==> src/rtl/ring_walker.sv <==
module ring_walker #(
  parameter bit IS_TX = 1'b0
) (
  input  logic        clk,
  input  logic        rst_n,
  input  logic        cfg_load,
  input  logic [15:0] cfg_ptr_lo,
  input  logic [15:0] cfg_ptr_hi,
  input  logic        poll,
  output logic        mem_rd,
  output logic        mem_wr,
  output logic [23:0] mem_addr,
  output logic [15:0] mem_wdata,
  input  logic [15:0] mem_rdata,
  output logic        mv_start,
  output logic [23:0] mv_addr,
  output logic [12:0] mv_len,
  output logic        mv_sop,
  output logic        mv_eop,
  input  logic        mv_done,
  input  logic [11:0] mv_count,
  input  logic        mv_last,
  input  logic [4:0]  mv_err,
  output logic [6:0]  ring_idx
);
  localparam int AW = 24;
  localparam int IW = 7;

  typedef enum logic [3:0] {
    S_WAIT, S_RD1, S_CHK, S_GET0, S_GET2, S_GO, S_BUSY, S_WB3, S_WB1
  } st_t;

  st_t           st;
  logic [AW-1:0] base, dbase;
  logic [2:0]    rcode;
  logic [IW-1:0] idx, mask;
  logic [15:0]   w0, w1, w2;
  logic [11:0]   cnt_q;
  logic          last_q;
  logic [4:0]    err_q;
  logic          in_frame;
  logic [15:0]   wb1, wb3;
  logic          wr3_en;
  logic          unused_cfg;

  assign unused_cfg = ^{cfg_ptr_lo[2:0], cfg_ptr_hi[12:8], w2[15:12], w1[15:10]};
  assign mask       = IW'((8'd1 << rcode) - 8'd1);
  assign dbase      = base + AW'({idx, 3'b000});
  assign ring_idx   = idx;
  assign mv_start   = (st == S_GO);
  assign mv_addr    = {w1[7:0], w0};
  assign mv_len     = 13'h1000 - {1'b0, w2[11:0]};

  generate
    if (IS_TX) begin : g_tx
      logic unused_tx;
      assign unused_tx = ^{cnt_q, last_q, in_frame};
      assign wb1    = {1'b0, |err_q, 1'b0, 3'b000, w1[9:8], w1[7:0]};
      assign wb3    = {err_q[4], err_q[4] | err_q[3], 1'b0, err_q[2:0], 10'd0};
      assign wr3_en = |err_q;
      assign mv_sop = w1[9];
      assign mv_eop = w1[8];
    end else begin : g_rx
      logic unused_rx;
      assign unused_rx = ^{err_q[4], w1[9:8]};
      assign wb1    = {1'b0, |err_q[3:0], err_q[3:0], ~in_frame, last_q, w1[7:0]};
      assign wb3    = {4'b0000, cnt_q};
      assign wr3_en = 1'b1;
      assign mv_sop = ~in_frame;
      assign mv_eop = 1'b0;
    end
  endgenerate

  always_comb begin
    mem_rd    = 1'b0;
    mem_wr    = 1'b0;
    mem_addr  = dbase;
    mem_wdata = wb1;
    case (st)
      S_RD1:  begin mem_rd = 1'b1; mem_addr = dbase + AW'(2); end
      S_CHK:  mem_rd = mem_rdata[15];
      S_GET0: begin mem_rd = 1'b1; mem_addr = dbase + AW'(4); end
      S_WB3:  begin mem_wr = wr3_en; mem_addr = dbase + AW'(6); mem_wdata = wb3; end
      S_WB1:  begin mem_wr = 1'b1; mem_addr = dbase + AW'(2); end
      default: ;
    endcase
  end

  always_ff @(posedge clk) begin
    if (!rst_n) begin
      st       <= S_WAIT;
      base     <= '0;
      rcode    <= '0;
      idx      <= '0;
      in_frame <= 1'b0;
      w0       <= '0;
      w1       <= '0;
      w2       <= '0;
      cnt_q    <= '0;
      last_q   <= 1'b0;
      err_q    <= '0;
    end else if (cfg_load) begin
      base     <= {cfg_ptr_hi[7:0], cfg_ptr_lo[15:3], 3'b000};
      rcode    <= cfg_ptr_hi[15:13];
      idx      <= '0;
      in_frame <= 1'b0;
      st       <= S_WAIT;
    end else begin
      case (st)
        S_WAIT: if (poll) st <= S_RD1;
        S_RD1:  st <= S_CHK;
        S_CHK:  if (mem_rdata[15]) begin
                  w1 <= mem_rdata;
                  st <= S_GET0;
                end else begin
                  st <= S_WAIT;
                end
        S_GET0: begin w0 <= mem_rdata; st <= S_GET2; end
        S_GET2: begin w2 <= mem_rdata; st <= S_GO; end
        S_GO:   st <= S_BUSY;
        S_BUSY: if (mv_done) begin
                  cnt_q  <= mv_count;
                  last_q <= mv_last;
                  err_q  <= mv_err;
                  st     <= S_WB3;
                end
        S_WB3:  st <= S_WB1;
        S_WB1:  begin
                  idx      <= (idx + IW'(1)) & mask;
                  in_frame <= ~last_q;
                  st       <= S_RD1;
                end
        default: st <= S_WAIT;
      endcase
    end
  end
endmodule

==> config.mk <==
export PLATFORM = sky130hd
export DESIGN_NAME = ring_walker
export DESIGN_NICKNAME = d
export VERILOG_FILES = /design/src/rtl/ring_walker.sv
export SDC_FILE = /design/constraint.sdc
export NUM_CORES = 1
export LEC_CHECK = 0
export ABC_AREA = 0
export BUFFER_PORTS_ARGS = -buffer_cell sky130_fd_sc_hd__buf_2
export CAP_MARGIN = 20
export CORE_MARGIN = 3
export CORE_UTILIZATION = 54
export CTS_CLUSTER_DIAMETER = 120
export CTS_CLUSTER_SIZE = 20
export DETAILED_ROUTE_END_ITERATION = 8
export PLACE_DENSITY = 0.95
export SLEW_MARGIN = 0
export SYNTH_ARGS = -nofsm -noshare
export SYNTH_HDL_FRONTEND = slang
export SYNTH_SLANG_ARGS = --single-unit
==> constraint.sdc <==
create_clock -name clk -period 7 [get_ports clk]
set_clock_uncertainty 0.05 [all_clocks]
set_input_delay 0.7 -clock clk [delete_from_list [all_inputs] [get_ports clk]]
set_output_delay 0.7 -clock clk [all_outputs]
set_load 0.01 [all_outputs]
==> qor.csv, run 1 <==
metric;value;unit
asr flop ratio synth;0;%
layout cells sized above 1;27.66;%
vias per cell;5.361;
Synth warnings;0;
Seq. cell area;0.001782;mm²
#FFs+latches synth;89;
synth top area cells;dfxtp_1 (39%), mux2i_1 (9.8%), nand2_1 (6.8%);
setup violators final;0;
total I/O pin count;160;
Vias;3994;
GR Overflow Total;0;
Synth Area per Inst;9.020;µm²
CP Capture Type;output pin;
Die Wd;98.39;µm
drt wl/cell;14.72;µm
TritonCTS buffer count;9;
R2R setup slack;4.93;ns
GRT Total Usage;22.24;%
WP data arrival;2.75;ns
area grow syn2layout;19.44;%
port bufs;147;
Root Buffer;clkbuf_8;
Power Dens Cells;174.3;mW/mm²
synthesized cell area;0.004609;mm²
EDFF count, synth;0;
Final Hold Viols;0;
Critical Path Most Common Cell;a211o_1;
slowest CP cell;fa_1;
setup tns final;0;ns
Initial Util;55.82;%
Final Wtd Congestion;0.8659;
Worst Path Max Fanout;6;
Seq/Total Area, Yosys;38.65;%
CTS Buffer Depth;2;
slowest stage delay, CP;0.45;ns
clock tree sinks;89;
fin crit period;3.505;ns
worst hold path type;register to register;
cell taking the most area after synthesis;dfxtp_1;
CP top delay family;compound AO/OA/AOI/OAI gates;
Post-Syn Instances;511;
Synth cell types;51;
Post-CTS Repair Setup Buffers;0;
most numerous cell in the Yosys netlist;dfxtp_1;
Worst EP required;6.25;ns
Peak Freq;285.3;MHz
VDD IR max;0.00009814;V
final non-filler cell total;745;
Resize count post-CTS;0;
fin nets;719;
initial antenna violation count;0;
DP HPWL;8.083;mm
Iter 0 DRT Violations;110;
wirelength, routed;10.97;mm
Post-synth top flop;dfxtp_1;
fill cell count;668;
Die Span Y;98.39;µm
row cnt;33;
CP bufs+invs;1;
multi-input logic area;0.002639;mm²
crit path cell chain;ha_1 -> fa_1 -> a211o_1 -> a221o_1 -> a211o_1 -> o2111ai_1 -> buf_2;
Setup crit start kind;register;
Ant. Diodes;0;
leading post-synthesis cells by instance count;dfxtp_1 (89), nand2_1 (84), mux2i_1 (45), nor2b_1 (45), a21boi_0 (32);
DRC Markers;0;
run status;complete, no violations;
cts hold-fix bufs;0;
final worst path period share;50.07;%
Max Cap Viol;0;
top cell type's share of synthesized area;38.65;%
Die ar.;0.009681;mm²
worst slew pin tran;1.006;ns
CTS tree;done;
depth of the CTS H-tree;3;
Max-slew headroom;32.59;%
total core area;0.008258;mm²
leak pwr;0.002641;µW
first-pass GRT wire length;18.02;mm
vias in the first global route;3927;
final core utilization;66.67;%
clock slew at reported path FFs;0.09;ns
Final Slew Violations;0;
RSZ-0062 raised after global routing;no;
DP Cell Count;731;
post-route antenna net violation count;0;
clock latency on the worst-skew pair;0.34;ns
pin count of the biggest net entering global routing;79;
1st-pass router iterations;4;
Crit Path Class;register to output pin;
-- through the flow --
step / cell area, µm² / setup slack [ns] / hold slack, ns / power [µW]
global route: 5505 / 3.371 / 0.4311 / 992.0
detailed placement: 5321 / 3.909 / 0.4020 / 624.4
floorplan: 4617 / 4.124 / 0.3790 / 588.9
CTS: 5505 / 3.499 / 0.4145 / 965.2
finish: 5505 / 3.495 / 0.4122 / 959.7
global placement: 5321 / 3.968 / 0.3906 / 620.5
-- final timing paths --
| check | startpoint | to | depth (start not counted) |
|---|---|---|---|
| hold reg to reg | w0[11] | w0[11] | 2 |
| setup / recovery | ring_idx[0] | mem_addr[11] | 7 |
| hold / removal | w0[11] | w0[11] | 2 |
| setup reg to reg | st[0] | w2[10] | 4 |
-- cells by family (layout without fill, tap and decap cells) --
kind of cell               Yosys count  count (layout)  synth area share [%]
AOI/OAI and AO/OA                   73              73                 11.37
xor gates and xnor gates            34              34                 6.460
adders and majority gates           11              11                 3.149
buffers and inverters               42             169                 4.262
DFF                                 89              89                 38.65
muxes                               56              56                 12.46
other                                1               3               0.08136
and+or+nand+nor                    205             205                 23.56
-- registers in the layout, summed over array words and instances (netlist names) --
name / flops
err_q: 4
w0: 16
last_q: 1
cnt_q: 12
ring_idx: 7
in_frame: 1
base: 21
w2: 12
st: 4
rcode: 3
w1: 8
-- report_power, final --
part | switching, µW | total (µW) | leakage, µW | internal (µW)
combinational | 43.8 | 87.5 | 0.00183 | 43.8
clock | 176 | 347 | 0.0000913 | 171
sequential | 10.9 | 526 | 0.000722 | 515
-- tightest hold or removal path, stage by stage (launching register included) --
cell and delay (ns):
dfxtp_1 0.32, nand2_1 0.05, a21boi_1 0.05
-- layer usage --
layer | share of wire (%) | up-vias | track usage (%)
met5 | 0 | - | 0
met4 | 2.0 | 0 | 8.824
met3 | 5.0 | 19 | 3.857
met2 | 48 | 114 | 37.13
met1 | 45 | 1870 | 28.55
li1 | - | 1991 | -
-- cells in the final DEF (no fill, tap or decap), types with 4 or more instances in the layout --
cell type,synthesis,final
a21boi_0,32,32
a21oi_1,14,14
and2_1,5,5
buf_2,13,147
clkbuf_8,0,10
dfxtp_1,89,89
ha_1,10,10
inv_1,7,7
mux2_2,11,11
mux2i_1,45,45
nand2_1,84,84
nand3_1,7,7
nand3b_1,4,4
nand4_1,6,6
nor2_1,13,13
nor2b_1,45,45
nor3_1,14,14
nor4_1,4,4
o211ai_1,4,4
xnor2_1,18,18
xor2_1,16,16
-- final cells by class --
| cell class | count | area share [%] |
|---|---|---|
| repair buffers | 148 | 13.50 |
| well taps | 105 | 2.386 |
| multi-input cells | 382 | 47.93 |
| inverters | 7 | 0.4773 |
| clock inverters | 3 | 0.7727 |
| flip-flops and latches | 89 | 32.36 |
| clock buffers | 11 | 2.568 |
No activity file was read; power rests on OpenSTA's default activity.
==> inputs of run 2 (changes only) <==
- CORE_UTILIZATION: 54 -> 46
- PLACE_DENSITY: 0.95 -> 0.88
- clock period: 7 -> 3 ns (I/O delays scaled with it)
==> run 2 against run 1 <==
  * Cell count up 4.0%
  * Critical path depth did not move
  * Clock power rose to 2.6 times the previous value
  * Critical endpoint unchanged
  * Largest power group unchanged
==> qor.csv, run 2 (same netlist as run 1, synthesis figures left out) <==
metric;value;unit
run status;complete, no violations;
vias in the first global route;3894;
Peak Freq;342.5;MHz
slowest CP cell;fa_2;
Final Wtd Congestion;0.8605;
layout cells sized above 1;29.10;%
R2R setup slack;0.91;ns
multi-input logic area;0.002648;mm²
Seq. cell area;0.001783;mm²
leak pwr;0.002682;µW
clock slew at reported path FFs;0.09;ns
Reg2Reg Depth;4;
Crit Path Class;register to output pin;
WP data arrival;2.57;ns
CP top delay family;compound AO/OA/AOI/OAI gates;
Placement Cell Area;0.005366;mm²
crit path cell chain;ha_2 -> fa_2 -> a211o_1 -> a221o_1 -> a211o_1 -> o2111ai_1 -> buf_2;
commonest non-fill, non-tap cell in the layout;buf_2;
Worst Path Max Fanout;6;
Ant. Diodes;0;
CP Capture Type;output pin;
row cnt;35;
Critical Path Most Common Cell;a211o_1;
GRT Total Usage;19.70;%
Root Buffer;clkbuf_8;
post-route antenna net violation count;0;
clock latency on the worst-skew pair;0.34;ns
design area;0.005615;mm²
pin count of the biggest net entering global routing;51;
1st-pass router iterations;6;
Initial Util;48.51;%
Biggest register;base;
CP bufs+invs;1;
registers with the most flip-flops;base (21), w0 (16);
Largest register FFs;21;
worst hold path type;input port to register;
fin nets;723;
initial antenna violation count;0;
slowest stage delay, CP;0.38;ns
TritonCTS buffer count;9;
Vias;3984;
drt wl/cell;14.64;µm
setup violators final;0;
Iter 0 DRT Violations;132;
clock tree sinks;89;
Final Slew Violations;0;
GR Overflow Total;0;
worst hold path cell count;3;
CTS tree;done;
fill cell count;858;
Power Dens Cells;418.1;mW/mm²
DP HPWL;8.445;mm
most frequent cells in the layout;buf_2 (147), dfxtp_1 (88), nand2_1 (84), nor2b_1 (45), mux2i_1 (45);
wirelength, routed;11.35;mm
Die ar.;0.01126;mm²
total power;2348;µW
Die Wd;106.1;µm
Max Cap Viol;0;
first-pass GRT wire length;18.47;mm
Die Span Y;106.1;µm
total core area;0.009503;mm²
port bufs;147;
Final Hold Viols;0;
Setup crit start kind;register;
total I/O pin count;160;
area grow syn2layout;21.82;%
final worst path period share;97.33;%
DP Cell Count;757;
DRC Markers;0;
vias per cell;5.141;
fin crit period;2.920;ns
VDD IR max;0.0002430;V
worst slew pin tran;0.8463;ns
Max-slew headroom;43.42;%
final non-filler cell total;775;
CTS Buffer Depth;2;
number of cells on the critical path;7;
depth of the CTS H-tree;3;
Worst EP required;2.65;ns
run 2: per-stage QoR:
step | setup slack, ns | util, % | hold slack [ns] | setup TNS [ns]
after floorplan | 0.5236 | - | 0.3790 | 0
after global placement | 0.3930 | 56.47 | 0.3910 | 0
after detailed placement | 0.2610 | 56.47 | 0.4035 | 0
after CTS | 0.004981 | 58.89 | 0.1278 | 0
after global routing | -0.006775 | 59.09 | 0.1353 | -0.006775
final | 0.08004 | 59.09 | 0.1451 | 0
run 2: report_power, final:
| part | leakage [µW] | internal [µW] | switching (µW) | total [µW] |
|---|---|---|---|---|
| registers | 0.000722 | 1200 | 25.1 | 1230 |
| clock network | 0.000115 | 478 | 437 | 916 |
| logic | 0.00185 | 103 | 103 | 206 |
| total | 0.00268 | 1780 | 566 | 2350 |
run 2: what timing repair did:
action                                  in CTS  in global routing
pin swaps                                    0                  2
setup buffers                                0                  2
resized for setup                            3                  1
endpoints found under the setup margin       7                  7
hold buffers                                 0                  0
endpoints found under the hold margin        0                  0
run 2: worst reg2reg max path: cells and delay by family, from the launching register on:
kind / cells / cell delay, ns
multiplexers: 1 / 0.39
flip-flops: 1 / 0.43
AND/OR/NAND/NOR: 3 / 1.14
run 2: final timing paths:
path,start,end
max,ring_idx[0],mem_addr[11]
min,mem_rdata[12],w0[12]
max reg2reg,st[0],w2[8]
min reg2reg,w0[8],w0[8]
run 2: per-layer routing:
metal	global-route usage, %	wire length, µm	up-vias	part of all wire (%)
met5	0	0	-	0
met4	5.365	181	0	1.6
met3	4.250	664	15	5.9
met2	33.35	5403	125	48
met1	25.34	5099	1835	45
li1	-	-	2009	-
run 2: area by class of cell:
type | count | share of cell area (%)
inverter | 7 | 0.4679
multi-input combinational | 382 | 47.15
sequential | 89 | 31.75
clock inverter | 7 | 1.783
clock buffer | 9 | 2.206
timing repair buffer | 152 | 13.77
tap | 129 | 2.874
